`src/rtl/pcs_pkg.sv`:
```
// Package: shared field layout, widths and state encoding for the PLL
// configuration sequencer. Bit positions are fixed by the PLL's decoding.
package pcs_pkg;
    localparam int REG_W      = 32;
    localparam int PRE_FW     = 6;
    localparam int MUL_FW     = 13;
    localparam int POST_FW    = 4;
    localparam int BW_W       = 12;
    localparam int BW_LO_W    = 8;
    localparam int BW_HI_W    = BW_W - BW_LO_W;
    localparam int PRE_LSB    = 0;
    localparam int MUL_LSB    = PRE_LSB + PRE_FW;
    localparam int POST_LSB   = MUL_LSB + MUL_FW;
    localparam int BYP_BIT    = POST_LSB + POST_FW;
    localparam int BWLO_LSB   = BYP_BIT + 1;
    localparam int BWHI_LSB   = 0;
    localparam int RST_BIT    = 13;

    typedef struct packed {
        logic [PRE_FW:0]  pre;
        logic [MUL_FW:0]  mul;
        logic [POST_FW:0] post;
    } pll_req_t;

    typedef enum logic [2:0] {
        S_IDLE, S_EVAL, S_WR_A, S_WR_B, S_HOLD, S_SETTLE, S_DONE
    } seq_state_t;
endpackage

```
`src/rtl/pcs_ctl_regs.sv`:
```
// Module: the two PLL control registers. The sequencer write port always
// wins; the host port is honoured only when host_en_i is high.
// Assumes the sequencer never writes a register in a cycle host_en_i is high.
module pcs_ctl_regs
    import pcs_pkg::*;
(
    input  logic             clk,
    input  logic             rst_n,
    input  logic             host_en_i,
    input  logic             host_we_i,
    input  logic             host_sel_i,
    input  logic [REG_W-1:0] host_wdata_i,
    input  logic             seq_we_a_i,
    input  logic [REG_W-1:0] seq_a_i,
    input  logic             seq_we_b_i,
    input  logic [REG_W-1:0] seq_b_i,
    output logic [REG_W-1:0] reg_a_o,
    output logic [REG_W-1:0] reg_b_o
);
    // Register A update: sequencer first, then an enabled host write.
    always_ff @(posedge clk) begin
        if (!rst_n)                                          reg_a_o <= '0;
        else if (seq_we_a_i)                                 reg_a_o <= seq_a_i;
        else if (host_en_i && host_we_i && !host_sel_i)      reg_a_o <= host_wdata_i;
    end

    // Register B update: same priority as register A.
    always_ff @(posedge clk) begin
        if (!rst_n)                                          reg_b_o <= '0;
        else if (seq_we_b_i)                                 reg_b_o <= seq_b_i;
        else if (host_en_i && host_we_i && host_sel_i)       reg_b_o <= host_wdata_i;
    end
endmodule

```
`src/rtl/pcs_field_codec.sv`:
```
// Module: compares the live register contents with a request and forms
// the new register values. Purely combinational.
// Assumes request widths are one bit wider than the stored fields.
module pcs_field_codec
    import pcs_pkg::*;
(
    input  pll_req_t         req_i,
    input  logic [REG_W-1:0] reg_a_i,
    input  logic [REG_W-1:0] reg_b_i,
    output logic             match_o,
    output logic [REG_W-1:0] prog_a_o,
    output logic [REG_W-1:0] bw_b_o
);
    logic [PRE_FW-1:0]  pre_f;
    logic [MUL_FW-1:0]  mul_f;
    logic [POST_FW-1:0] post_f;
    logic [BW_W-1:0]    bw;
    logic [MUL_FW-1:0]  half_mul;

    // Encode requests as value minus one, with zero kept as zero.
    always_comb begin
        pre_f    = (req_i.pre  == '0) ? '0 : PRE_FW'(req_i.pre  - 1'b1);
        mul_f    = (req_i.mul  == '0) ? '0 : MUL_FW'(req_i.mul  - 1'b1);
        post_f   = (req_i.post == '0) ? '0 : POST_FW'(req_i.post - 1'b1);
        half_mul = req_i.mul[MUL_FW:1];
        bw       = BW_W'(half_mul - 1'b1);
    end

    // Decide whether the live registers already hold the request.
    always_comb begin
        match_o = !reg_a_i[BYP_BIT] && !reg_b_i[RST_BIT]
            && ({1'b0, reg_a_i[PRE_LSB +: PRE_FW]}   + 1'b1 == req_i.pre)
            && ({1'b0, reg_a_i[MUL_LSB +: MUL_FW]}   + 1'b1 == req_i.mul)
            && ({1'b0, reg_a_i[POST_LSB +: POST_FW]} + 1'b1 == req_i.post)
            && ({1'b0, reg_b_i[BWHI_LSB +: BW_HI_W], reg_a_i[BWLO_LSB +: BW_LO_W]} + 1'b1
                == half_mul);
    end

    // Build the new register A image (bypass on) and the new register B image.
    always_comb begin
        prog_a_o                         = reg_a_i;
        prog_a_o[PRE_LSB +: PRE_FW]      = pre_f;
        prog_a_o[MUL_LSB +: MUL_FW]      = mul_f;
        prog_a_o[POST_LSB +: POST_FW]    = post_f;
        prog_a_o[BYP_BIT]                = 1'b1;
        prog_a_o[BWLO_LSB +: BW_LO_W]    = bw[BW_LO_W-1:0];
        bw_b_o                           = reg_b_i;
        bw_b_o[BWHI_LSB +: BW_HI_W]      = bw[BW_W-1:BW_LO_W];
    end
endmodule

```
`src/rtl/pcs_delay_calc.sv`:
```
// Module: turns the frequencies into the two wait lengths in system cycles.
// Assumes CNT_W can hold SETTLE_OUT_CYC times the largest system frequency.
module pcs_delay_calc #(
    parameter int SYS_W          = 12,
    parameter int PLL_W          = 12,
    parameter int CNT_W          = 32,
    parameter int HOLD_FACTOR    = 500,
    parameter int SETTLE_OUT_CYC = 100000
) (
    input  logic [SYS_W-1:0] sys_mhz_i,
    input  logic [PLL_W-1:0] pll_mhz_i,
    output logic [CNT_W-1:0] hold_cyc_o,
    output logic [CNT_W-1:0] settle_cyc_o
);
    logic [CNT_W-1:0] divisor;

    // Hold = factor x sysMHz; settle = sysMHz x out-cycles / pllMHz (0 -> 1).
    always_comb begin
        divisor      = (pll_mhz_i == '0) ? CNT_W'(1) : CNT_W'(pll_mhz_i);
        hold_cyc_o   = CNT_W'(HOLD_FACTOR) * CNT_W'(sys_mhz_i);
        settle_cyc_o = (CNT_W'(sys_mhz_i) * CNT_W'(SETTLE_OUT_CYC)) / divisor;
    end
endmodule

```
`src/rtl/pcs_down_ctr.sv`:
```
// Module: loadable down-counter shared by both wait phases; stops at zero.
module pcs_down_ctr #(
    parameter int CNT_W = 32
) (
    input  logic             clk,
    input  logic             rst_n,
    input  logic             load_i,
    input  logic [CNT_W-1:0] load_val_i,
    input  logic             dec_i,
    output logic             zero_o
);
    logic [CNT_W-1:0] cnt;

    // Load has priority; decrement only while non-zero.
    always_ff @(posedge clk) begin
        if (!rst_n)                   cnt <= '0;
        else if (load_i)              cnt <= load_val_i;
        else if (dec_i && cnt != '0)  cnt <= cnt - 1'b1;
    end

    assign zero_o = (cnt == '0);
endmodule

```
`src/rtl/pcs_pll_seq.sv`:
```
// Module: top of the PLL configuration sequencer. It latches a request on
// start, skips when the PLL already matches, and otherwise runs the
// reset / program / hold / release / settle / unbypass series.
// Assumes inputs other than start_i and the host port stay stable while busy.
module pcs_pll_seq
    import pcs_pkg::*;
#(
    parameter int SYS_W          = 12,
    parameter int PLL_W          = 12,
    parameter int CNT_W          = 32,
    parameter int HOLD_FACTOR    = 500,
    parameter int SETTLE_OUT_CYC = 100000
) (
    input  logic               clk,
    input  logic               rst_n,
    input  logic               start_i,
    input  logic [PRE_FW:0]    pre_div_i,
    input  logic [MUL_FW:0]    mult_i,
    input  logic [POST_FW:0]   post_div_i,
    input  logic [SYS_W-1:0]   sys_mhz_i,
    input  logic [PLL_W-1:0]   pll_mhz_i,
    input  logic               host_we_i,
    input  logic               host_sel_i,
    input  logic [REG_W-1:0]   host_wdata_i,
    output logic [REG_W-1:0]   ctl_a_o,
    output logic [REG_W-1:0]   ctl_b_o,
    output logic               busy_o,
    output logic               done_o
);
    seq_state_t       state, state_nx;
    pll_req_t         req_q;
    logic [SYS_W-1:0] sys_q;
    logic [PLL_W-1:0] pll_q;
    logic             match;
    logic [REG_W-1:0] prog_a, bw_b;
    logic [CNT_W-1:0] hold_cyc, settle_cyc, load_val;
    logic             ctr_load, ctr_dec, ctr_zero;
    logic             seq_we_a, seq_we_b;
    logic [REG_W-1:0] seq_a, seq_b;

    // State register.
    always_ff @(posedge clk) begin
        if (!rst_n) state <= S_IDLE;
        else        state <= state_nx;
    end

    // Capture the request when an idle start is accepted.
    always_ff @(posedge clk) begin
        if (!rst_n) begin
            req_q <= '0;
            sys_q <= '0;
            pll_q <= '0;
        end else if (state == S_IDLE && start_i) begin
            req_q <= '{pre: pre_div_i, mul: mult_i, post: post_div_i};
            sys_q <= sys_mhz_i;
            pll_q <= pll_mhz_i;
        end
    end

    pcs_field_codec u_codec (
        .req_i    (req_q),
        .reg_a_i  (ctl_a_o),
        .reg_b_i  (ctl_b_o),
        .match_o  (match),
        .prog_a_o (prog_a),
        .bw_b_o   (bw_b)
    );

    pcs_delay_calc #(
        .SYS_W(SYS_W), .PLL_W(PLL_W), .CNT_W(CNT_W),
        .HOLD_FACTOR(HOLD_FACTOR), .SETTLE_OUT_CYC(SETTLE_OUT_CYC)
    ) u_delay (
        .sys_mhz_i    (sys_q),
        .pll_mhz_i    (pll_q),
        .hold_cyc_o   (hold_cyc),
        .settle_cyc_o (settle_cyc)
    );

    pcs_down_ctr #(.CNT_W(CNT_W)) u_ctr (
        .clk        (clk),
        .rst_n      (rst_n),
        .load_i     (ctr_load),
        .load_val_i (load_val),
        .dec_i      (ctr_dec),
        .zero_o     (ctr_zero)
    );

    pcs_ctl_regs u_regs (
        .clk          (clk),
        .rst_n        (rst_n),
        .host_en_i    (state == S_IDLE),
        .host_we_i    (host_we_i),
        .host_sel_i   (host_sel_i),
        .host_wdata_i (host_wdata_i),
        .seq_we_a_i   (seq_we_a),
        .seq_a_i      (seq_a),
        .seq_we_b_i   (seq_we_b),
        .seq_b_i      (seq_b),
        .reg_a_o      (ctl_a_o),
        .reg_b_o      (ctl_b_o)
    );

    // Next state, register write requests and counter control.
    always_comb begin
        state_nx = state;
        seq_we_a = 1'b0;
        seq_we_b = 1'b0;
        seq_a    = ctl_a_o;
        seq_b    = ctl_b_o;
        ctr_load = 1'b0;
        ctr_dec  = 1'b0;
        load_val = hold_cyc;
        case (state)
            S_IDLE:   if (start_i) state_nx = S_EVAL;
            S_EVAL: begin
                if (match) begin
                    state_nx = S_DONE;
                end else begin
                    seq_we_b         = 1'b1;
                    seq_b[RST_BIT]   = 1'b1;
                    state_nx         = S_WR_A;
                end
            end
            S_WR_A: begin
                seq_we_a = 1'b1;
                seq_a    = prog_a;
                state_nx = S_WR_B;
            end
            S_WR_B: begin
                seq_we_b = 1'b1;
                seq_b    = bw_b;
                ctr_load = 1'b1;
                load_val = hold_cyc;
                state_nx = S_HOLD;
            end
            S_HOLD: begin
                if (ctr_zero) begin
                    seq_we_b       = 1'b1;
                    seq_b[RST_BIT] = 1'b0;
                    ctr_load       = 1'b1;
                    load_val       = settle_cyc;
                    state_nx       = S_SETTLE;
                end else begin
                    ctr_dec = 1'b1;
                end
            end
            S_SETTLE: begin
                if (ctr_zero) begin
                    seq_we_a       = 1'b1;
                    seq_a[BYP_BIT] = 1'b0;
                    state_nx       = S_DONE;
                end else begin
                    ctr_dec = 1'b1;
                end
            end
            S_DONE:   state_nx = S_IDLE;
            default:  state_nx = S_IDLE;
        endcase
    end

    assign busy_o = (state != S_IDLE);
    assign done_o = (state == S_DONE);
endmodule

```
`config.mk`:
```
export PLATFORM = sky130hd
export DESIGN_NAME = pcs_pll_seq
export DESIGN_NICKNAME = d
export VERILOG_FILES = /design/src/rtl/pcs_pkg.sv /design/src/rtl/pcs_ctl_regs.sv /design/src/rtl/pcs_field_codec.sv /design/src/rtl/pcs_delay_calc.sv /design/src/rtl/pcs_down_ctr.sv /design/src/rtl/pcs_pll_seq.sv
export SDC_FILE = /design/constraint.sdc
export NUM_CORES = 2
export LEC_CHECK = 0
export ABC_AREA = 1
export BUFFER_PORTS_ARGS = -buffer_cell sky130_fd_sc_hd__buf_2
export CAP_MARGIN = 20
export CORE_MARGIN = 2
export CORE_UTILIZATION = 25
export DETAILED_ROUTE_END_ITERATION = 16
export PLACE_DENSITY = 0.38
export SETUP_SLACK_MARGIN = 0.4
export SYNTH_ARGS = -nofsm -noshare
export SYNTH_HDL_FRONTEND = slang
export SYNTH_HIERARCHICAL = 1
export SYNTH_SLANG_ARGS = --single-unit
```
`constraint.sdc`:
```
create_clock -name clk -period 95.3 [get_ports clk]
set_input_delay 4.765 -clock clk [delete_from_list [all_inputs] [get_ports clk]]
set_output_delay 4.765 -clock clk [all_outputs]
set_load 0.02 [all_outputs]
```
# Word-level counts from Yosys, hierarchy flattened
# Index checks and enable logic that the tools add are counted.
[op_classes]
n_addsub = 9
n_eq_ne = 20
n_mux = 31
div_mod_pow = 1
reduce_logical = 31
bitwise = 1
multipliers = 2
[ops]
columns = ["operator", "count"]
rows = [
  ["$mux 32", 6],
  ["$div 29x32->32", 1],
  ["$logic_not 32->1", 1],
  ["$reduce_bool 32->1", 1],
  ["$sub 32x1->32 const B", 1],
  ["$mux 14", 2],
  ["$mul 12x12->24 const B", 1],
  ["$mux 23", 1],
  ["$mul 7x12->19 const A", 1],
  ["$pmux 3 s6", 1],
  ["$add 13x1->14 const B", 1],
  ["$eq 14x14->1", 1],
  ["$logic_not 14->1", 1],
  ["$add 12x1->13 const B", 1],
  ["$eq 13x13->1", 1],
  ["$mux 13", 1],
  ["$sub 13x1->13 const B", 1],
  ["$logic_not 12->1", 1],
  ["$mux 12", 1],
  ["$mux 3", 4],
  ["$sub 12x1->12 const B", 1],
  ["$logic_and 1x1->1", 10],
  ["$eq 3x3->1 const B", 3],
  ["$ne 3x3->1 const B", 3],
  ["28 further kinds", 49],
]
[word_totals]
regBits = 149
output_inout_bits = 66
input_bits = 87
elab_cells = 108

# Longest topological paths before layout
[logic_depth]
ltp_word = 10
mapped_depth = 589

# Cells and area by module
# The synthesis kept the hierarchy.
[by_module_without_submodules]
columns = ["mod", "area_per_inst_um2", "cells_each", "n_inst"]
rows = [
  ["pcs_delay_calc", 28091.9, 4533, 1],
  ["pcs_pll_seq", 3293.2, 571, 1],
  ["pcs_ctl_regs", 3089.2, 460, 1],
  ["pcs_down_ctr", 2431.1, 402, 1],
  ["pcs_field_codec", 2367.3, 467, 1],
]

# Worst setup path after synthesis
# Ideal clock, no wire load.
[synth_path]
path_type = "register to register"
startpoint = "reg pll_q[4]"
endpoint = "reg u_ctr.cnt[0]"
path_stages_with_launch = 566
t_arrival_ps = 76612
setup_slack_ps = 18569
period_less_slack_ps = 76731
n_path_buf = 47
path_cell_list = "dfxtp_1 inv_1 nand3_1 nor2_4 nand2_2 inv_1 a21oi_1 buf_1 ha_1 nor2_1 nor2_1 nor2_1 nor2_4 inv_1 nor2_1 ha_1 inv_1 o21bai_1 [... 530 more ...] buf_4 inv_6 buf_8 nand2_2 o21ai_2 ha_1 a21oi_1 nor2_1 a211oi_1 nand3_1 nor2_1 nand3_1 nor2_1 nand2_1 nand2_1 nand2_1 o21ai_0 a21oi_1"
[synth_between]
elab_chain_cells = 6
[synth_rtl]
columns = ["element", "line", "rtl"]
rows = [
  ["from (decl)", "pcs_pll_seq.sv:33", "logic [PLL_W-1:0] pll_q;"],
  ["from (signal assigned)", "pcs_pll_seq.sv:56", "pll_q <= pll_mhz_i;"],
  ["$logic_not 12->1", "pcs_delay_calc.sv:19", "divisor = (pll_mhz_i == '0) ? CNT_W'(1) : CNT_W'(pll_mhz_i);"],
  ["$mux 12 (*)", "pcs_delay_calc.sv:19", ""],
  ["$div 29x32->32 (*)", "pcs_delay_calc.sv:21", "settle_cyc_o = (CNT_W'(sys_mhz_i) * CNT_W'(SETTLE_OUT_CYC)) / divisor;"],
  ["net settle_cyc[0]", "pcs_pll_seq.sv:36", "logic [CNT_W-1:0] hold_cyc, settle_cyc, load_val;"],
  ["$mux 32 (*)", "pcs_pll_seq.sv:137", "if (ctr_zero) begin"],
  ["$mux 32 (*)", "pcs_pll_seq.sv:113", "case (state)"],
  ["net load_val[0]", "pcs_pll_seq.sv:36", ""],
  ["$mux 32 (*)", "pcs_down_ctr.sv:17", "else if (load_i) cnt <= load_val_i;"],
  ["to (signal assigned)", "pcs_down_ctr.sv:17", ""],
  ["to (signal assigned)", "pcs_down_ctr.sv:18", "else if (dec_i && cnt != '0) cnt <= cnt - 1'b1;"],
  ["to (decl)", "pcs_down_ctr.sv:12", "logic [CNT_W-1:0] cnt;"],
]
# Mark *: on every way through the listed nets, which the timed path passes. The rest lies on a longest branch.
# A chain may end at the register's enable or synchronous reset.

# Worst setup path in the final report
[layout_path]
startpoint = "reg sys_q[3]"
endpoint = "reg u_ctr.cnt[0]"
[layout_between]
elab_chain_cells = 5
[layout_rtl]
columns = ["element", "line", "rtl"]
rows = [
  ["from (decl)", "pcs_pll_seq.sv:32", "logic [SYS_W-1:0] sys_q;"],
  ["from (signal assigned)", "pcs_pll_seq.sv:55", "sys_q <= sys_mhz_i;"],
  ["$mul 12x12->24", "pcs_delay_calc.sv:21", ""],
  ["$div 29x32->32", "pcs_delay_calc.sv:21", ""],
  ["net settle_cyc[0]", "pcs_pll_seq.sv:36", ""],
  ["$mux 32", "pcs_pll_seq.sv:137", ""],
  ["$mux 32", "pcs_pll_seq.sv:113", ""],
  ["net load_val[0]", "pcs_pll_seq.sv:36", ""],
  ["$mux 32", "pcs_down_ctr.sv:17", ""],
]
# The timed path passes the listed nets, and every way through them passes these cells.

==> impl_metrics.tcl <==
set metrics [dict create \
    max_slew_margin_pct 17.4 \
    max_freq_ghz 0.0119 \
    cts.sinks 149 \
    cp-start-kind "register" \
    status "finished, final reports clean" \
    grt_max_degree 67 \
    cts_tree "done" \
    initial_utilization_pct 25.2 \
    crit_slowest_cell "dfxtp_1" \
    clk_pin_slew_ns 0.07 \
    rsz0062_at_grt "no" \
    area_growth_pct 7.31 \
    syn-cell-area_um2 39300 \
    async_flop_share_pct 0 \
    slew_violations 0 \
    fp-row-count 145 \
    tns_ns 0 \
    dr.pass1.iters 5 \
    cp_top_family "compound AO/OA/AOI/OAI gates" \
    die_area_um2 160000 \
    synth_edf_count 0 \
    worstPathMaxFanout 33 \
    drc 0 \
    critPathBufInv 98 \
    timing.critical_path.mode_cell "a21oi_1" \
    hold_viol_final 0 \
    fill_cells 17800 \
    fp.dieH_um 400 \
    clockBufferDepth 2 \
    end_kind "register" \
    final_cell_mix "nand2_1, inv_1, nor2_1" \
    tightest_slew_ns 1.23 \
    rr_endpoint "u_ctr/cnt[0]" \
    num_vias 39300 \
    worst-path-stages 526 \
    cts_resized 0 \
    grtUsageTotal_pct 17.2 \
    grt_overflow_total 0 \
    max_stage_delay_ns 0.66 \
    drt_iter0_markers 2304 \
    wirelength_um 141000 \
    synth_cell_types 79 \
    cap_violations 0 \
    ys_seq_area_share_pct 7.60 \
    reg2regPathDepth 526 \
    crit_type "register to register" \
    hold_buffers 0 \
    clock_skew_ns 0.0115 \
    hold_class "register to register" \
    antenna_found_initial 8 \
    place_congestion 0.887 \
    wl_per_cell_um 16.6 \
    final_common_cell "nand2_1" \
    core_region_area_um2 156000 \
    yosys_warnings 6 \
    r2r_setup_slack_ns 11.14 \
    timing.rr.start "sys_q[3]" \
    cts_setup_buffers 0 \
    required_ns 95.68 \
    cts_root_buf "clkbuf_16" \
    clk_latency_ns 0.49 \
    grt_pass1_wl_um 219000 \
    antenna_left 0 \
    crit_path_end "u_ctr/cnt[0]" \
    htree_levels 4 \
    nets 7046 \
    die_w_um 400 \
    vias_per_cell 4.60 \
    cts_buffers 17 \
    finalCritPeriodShare_pct 88.3 \
    hpwl_um 115000 \
    postSynthAreaPerCell_um2 6.10 \
    first_global_vias 37100 \
    arrival_ns 84.53 \
    synth_cells 6433 \
    startpoint "sys_q[3]" \
    pin_count 153 \
    final.min_clock_period_ns 84.16 \
    io_buffers 152 \
    synth-seq-cells 149 \
    setup_viol_count_final 0 \
    synth-main-ff-cell "dfxtp_1" \
    drive_above_1_share_pct 12.9 \
]
## synthesized netlist by cell type, drive strengths merged, types with 3 or more instances
| master | n | area share [%] |
|---|---|---|
| nand2 | 1861 | 20 |
| inv | 893 | 8.6 |
| nor2 | 670 | 8.0 |
| nand3 | 559 | 8.6 |
| o21ai | 480 | 6.4 |
| ha | 449 | 14 |
| a21oi | 322 | 4.3 |
| xor2 | 226 | 5.1 |
| dfxtp | 149 | 7.6 |
| buf | 145 | 3.1 |
| nand4 | 128 | 2.3 |
| xnor2 | 121 | 2.7 |
| nor3 | 61 | 1.1 |
| clkbuf | 60 | 0.70 |
| fa | 60 | 3.1 |
| o21bai | 44 | 0.92 |
| or2 | 40 | 0.64 |
| a21o | 32 | 0.62 |
| nand3b | 21 | 0.40 |
| clkinv | 20 | 0.22 |
| o31ai | 18 | 0.34 |
| a31oi | 10 | 0.16 |
| a211oi | 8 | 0.15 |
| o211ai | 8 | 0.15 |
| a221oi | 7 | 0.16 |
| and2 | 7 | 0.12 |
| o21a | 7 | 0.13 |
| nor4 | 4 | 0.064 |
| o2111ai | 4 | 0.089 |
| nor3b | 3 | 0.057 |
## logic make-up (layout without fill, tap and decap cells)
| family | after synthesis | after routing | synth area share (%) |
|---|---|---|---|
| AOI/OAI and AO/OA | 950 | 950 | 13.7 |
| xor gates and xnor gates | 347 | 347 | 7.78 |
| adders and majority gates | 509 | 509 | 17.4 |
| buffers and inverters | 1119 | 1133 | 12.7 |
| DFF | 149 | 149 | 7.60 |
| other | 2 | 23 | 0.0191 |
| and+or+nand+nor | 3357 | 3357 | 40.9 |
## worst register-to-register path, delay by kind of cell (launching register included)
family | cells | cell delay [ns]
xor gates and xnor gates | 3 | 0.68
buffers and inverters | 98 | 10.87
AOI/OAI and AO/OA | 190 | 35.86
and+or+nand+nor | 200 | 24.62
adders and majority gates | 35 | 11.21
DFF | 1 | 0.66
## per-stage QoR
stage / setup slack, ns / instances / hold slack [ns] / util, % / area [µm²]
5_1_grt: 0.400 / 8525 / 0.500 / 27.0 / 42100
3_5_place_dp: 8.95 / 8489 / 0.464 / 26.6 / 41500
4_1_cts: 8.65 / 8521 / 0.476 / 27.0 / 42100
2_1_floorplan: 18.57 / 6449 / 0.437 / - / 39300
3_3_place_gp: 11.17 / 8488 / 0.452 / 26.6 / 41500
6_report: 11.14 / 8526 / 0.472 / 27.0 / 42100
## flip-flops by register name, summed over array words and instances (netlist names)
| signal | flops |
|---|---|
| u_regs/reg_b_o | 32 |
| u_regs/reg_a_o | 32 |
| pll_q | 12 |
| sys_q | 12 |
| req_q | 26 |
| state | 3 |
| u_ctr/cnt | 32 |
## routing by layer
metal  vias up  GRT usage (%)  wire length (µm)
met1     17800           25.7             74500
met4         0           2.77              1530
met5         -              0                 0
met2       591           27.1             60700
li1      20800              -                 -
met3        79           1.54              4580
## worst min-delay path by stage
stage,startpoint,to,depth (start not counted)
2_1_floorplan,u_ctr/cnt[0],u_ctr/cnt[0],2
3_3_place_gp,u_ctr/cnt[0],u_ctr/cnt[0],2
3_5_place_dp,u_ctr/cnt[0],u_ctr/cnt[0],2
4_1_cts,u_ctr/cnt[0],u_ctr/cnt[0],2
5_1_grt,u_ctr/cnt[0],u_ctr/cnt[0],2
6_report,sys_q[0],sys_q[0],2
## layout make-up
class	count	area, µm²	area share, %
Antenna cell	5	12.5	0.0297
Clock buffer	18	439	1.04
Clock inverter	14	150	0.356
Inverter	914	3500	8.30
Multi-Input combinational cell	5181	31400	74.6
Sequential cell	149	2980	7.08
Tap cell	2058	2570	6.11
Timing Repair Buffer	187	1040	2.48
Power is not shown: default switching activity piles up to over one toggle a cycle in this logic, so the estimate is an artifact.
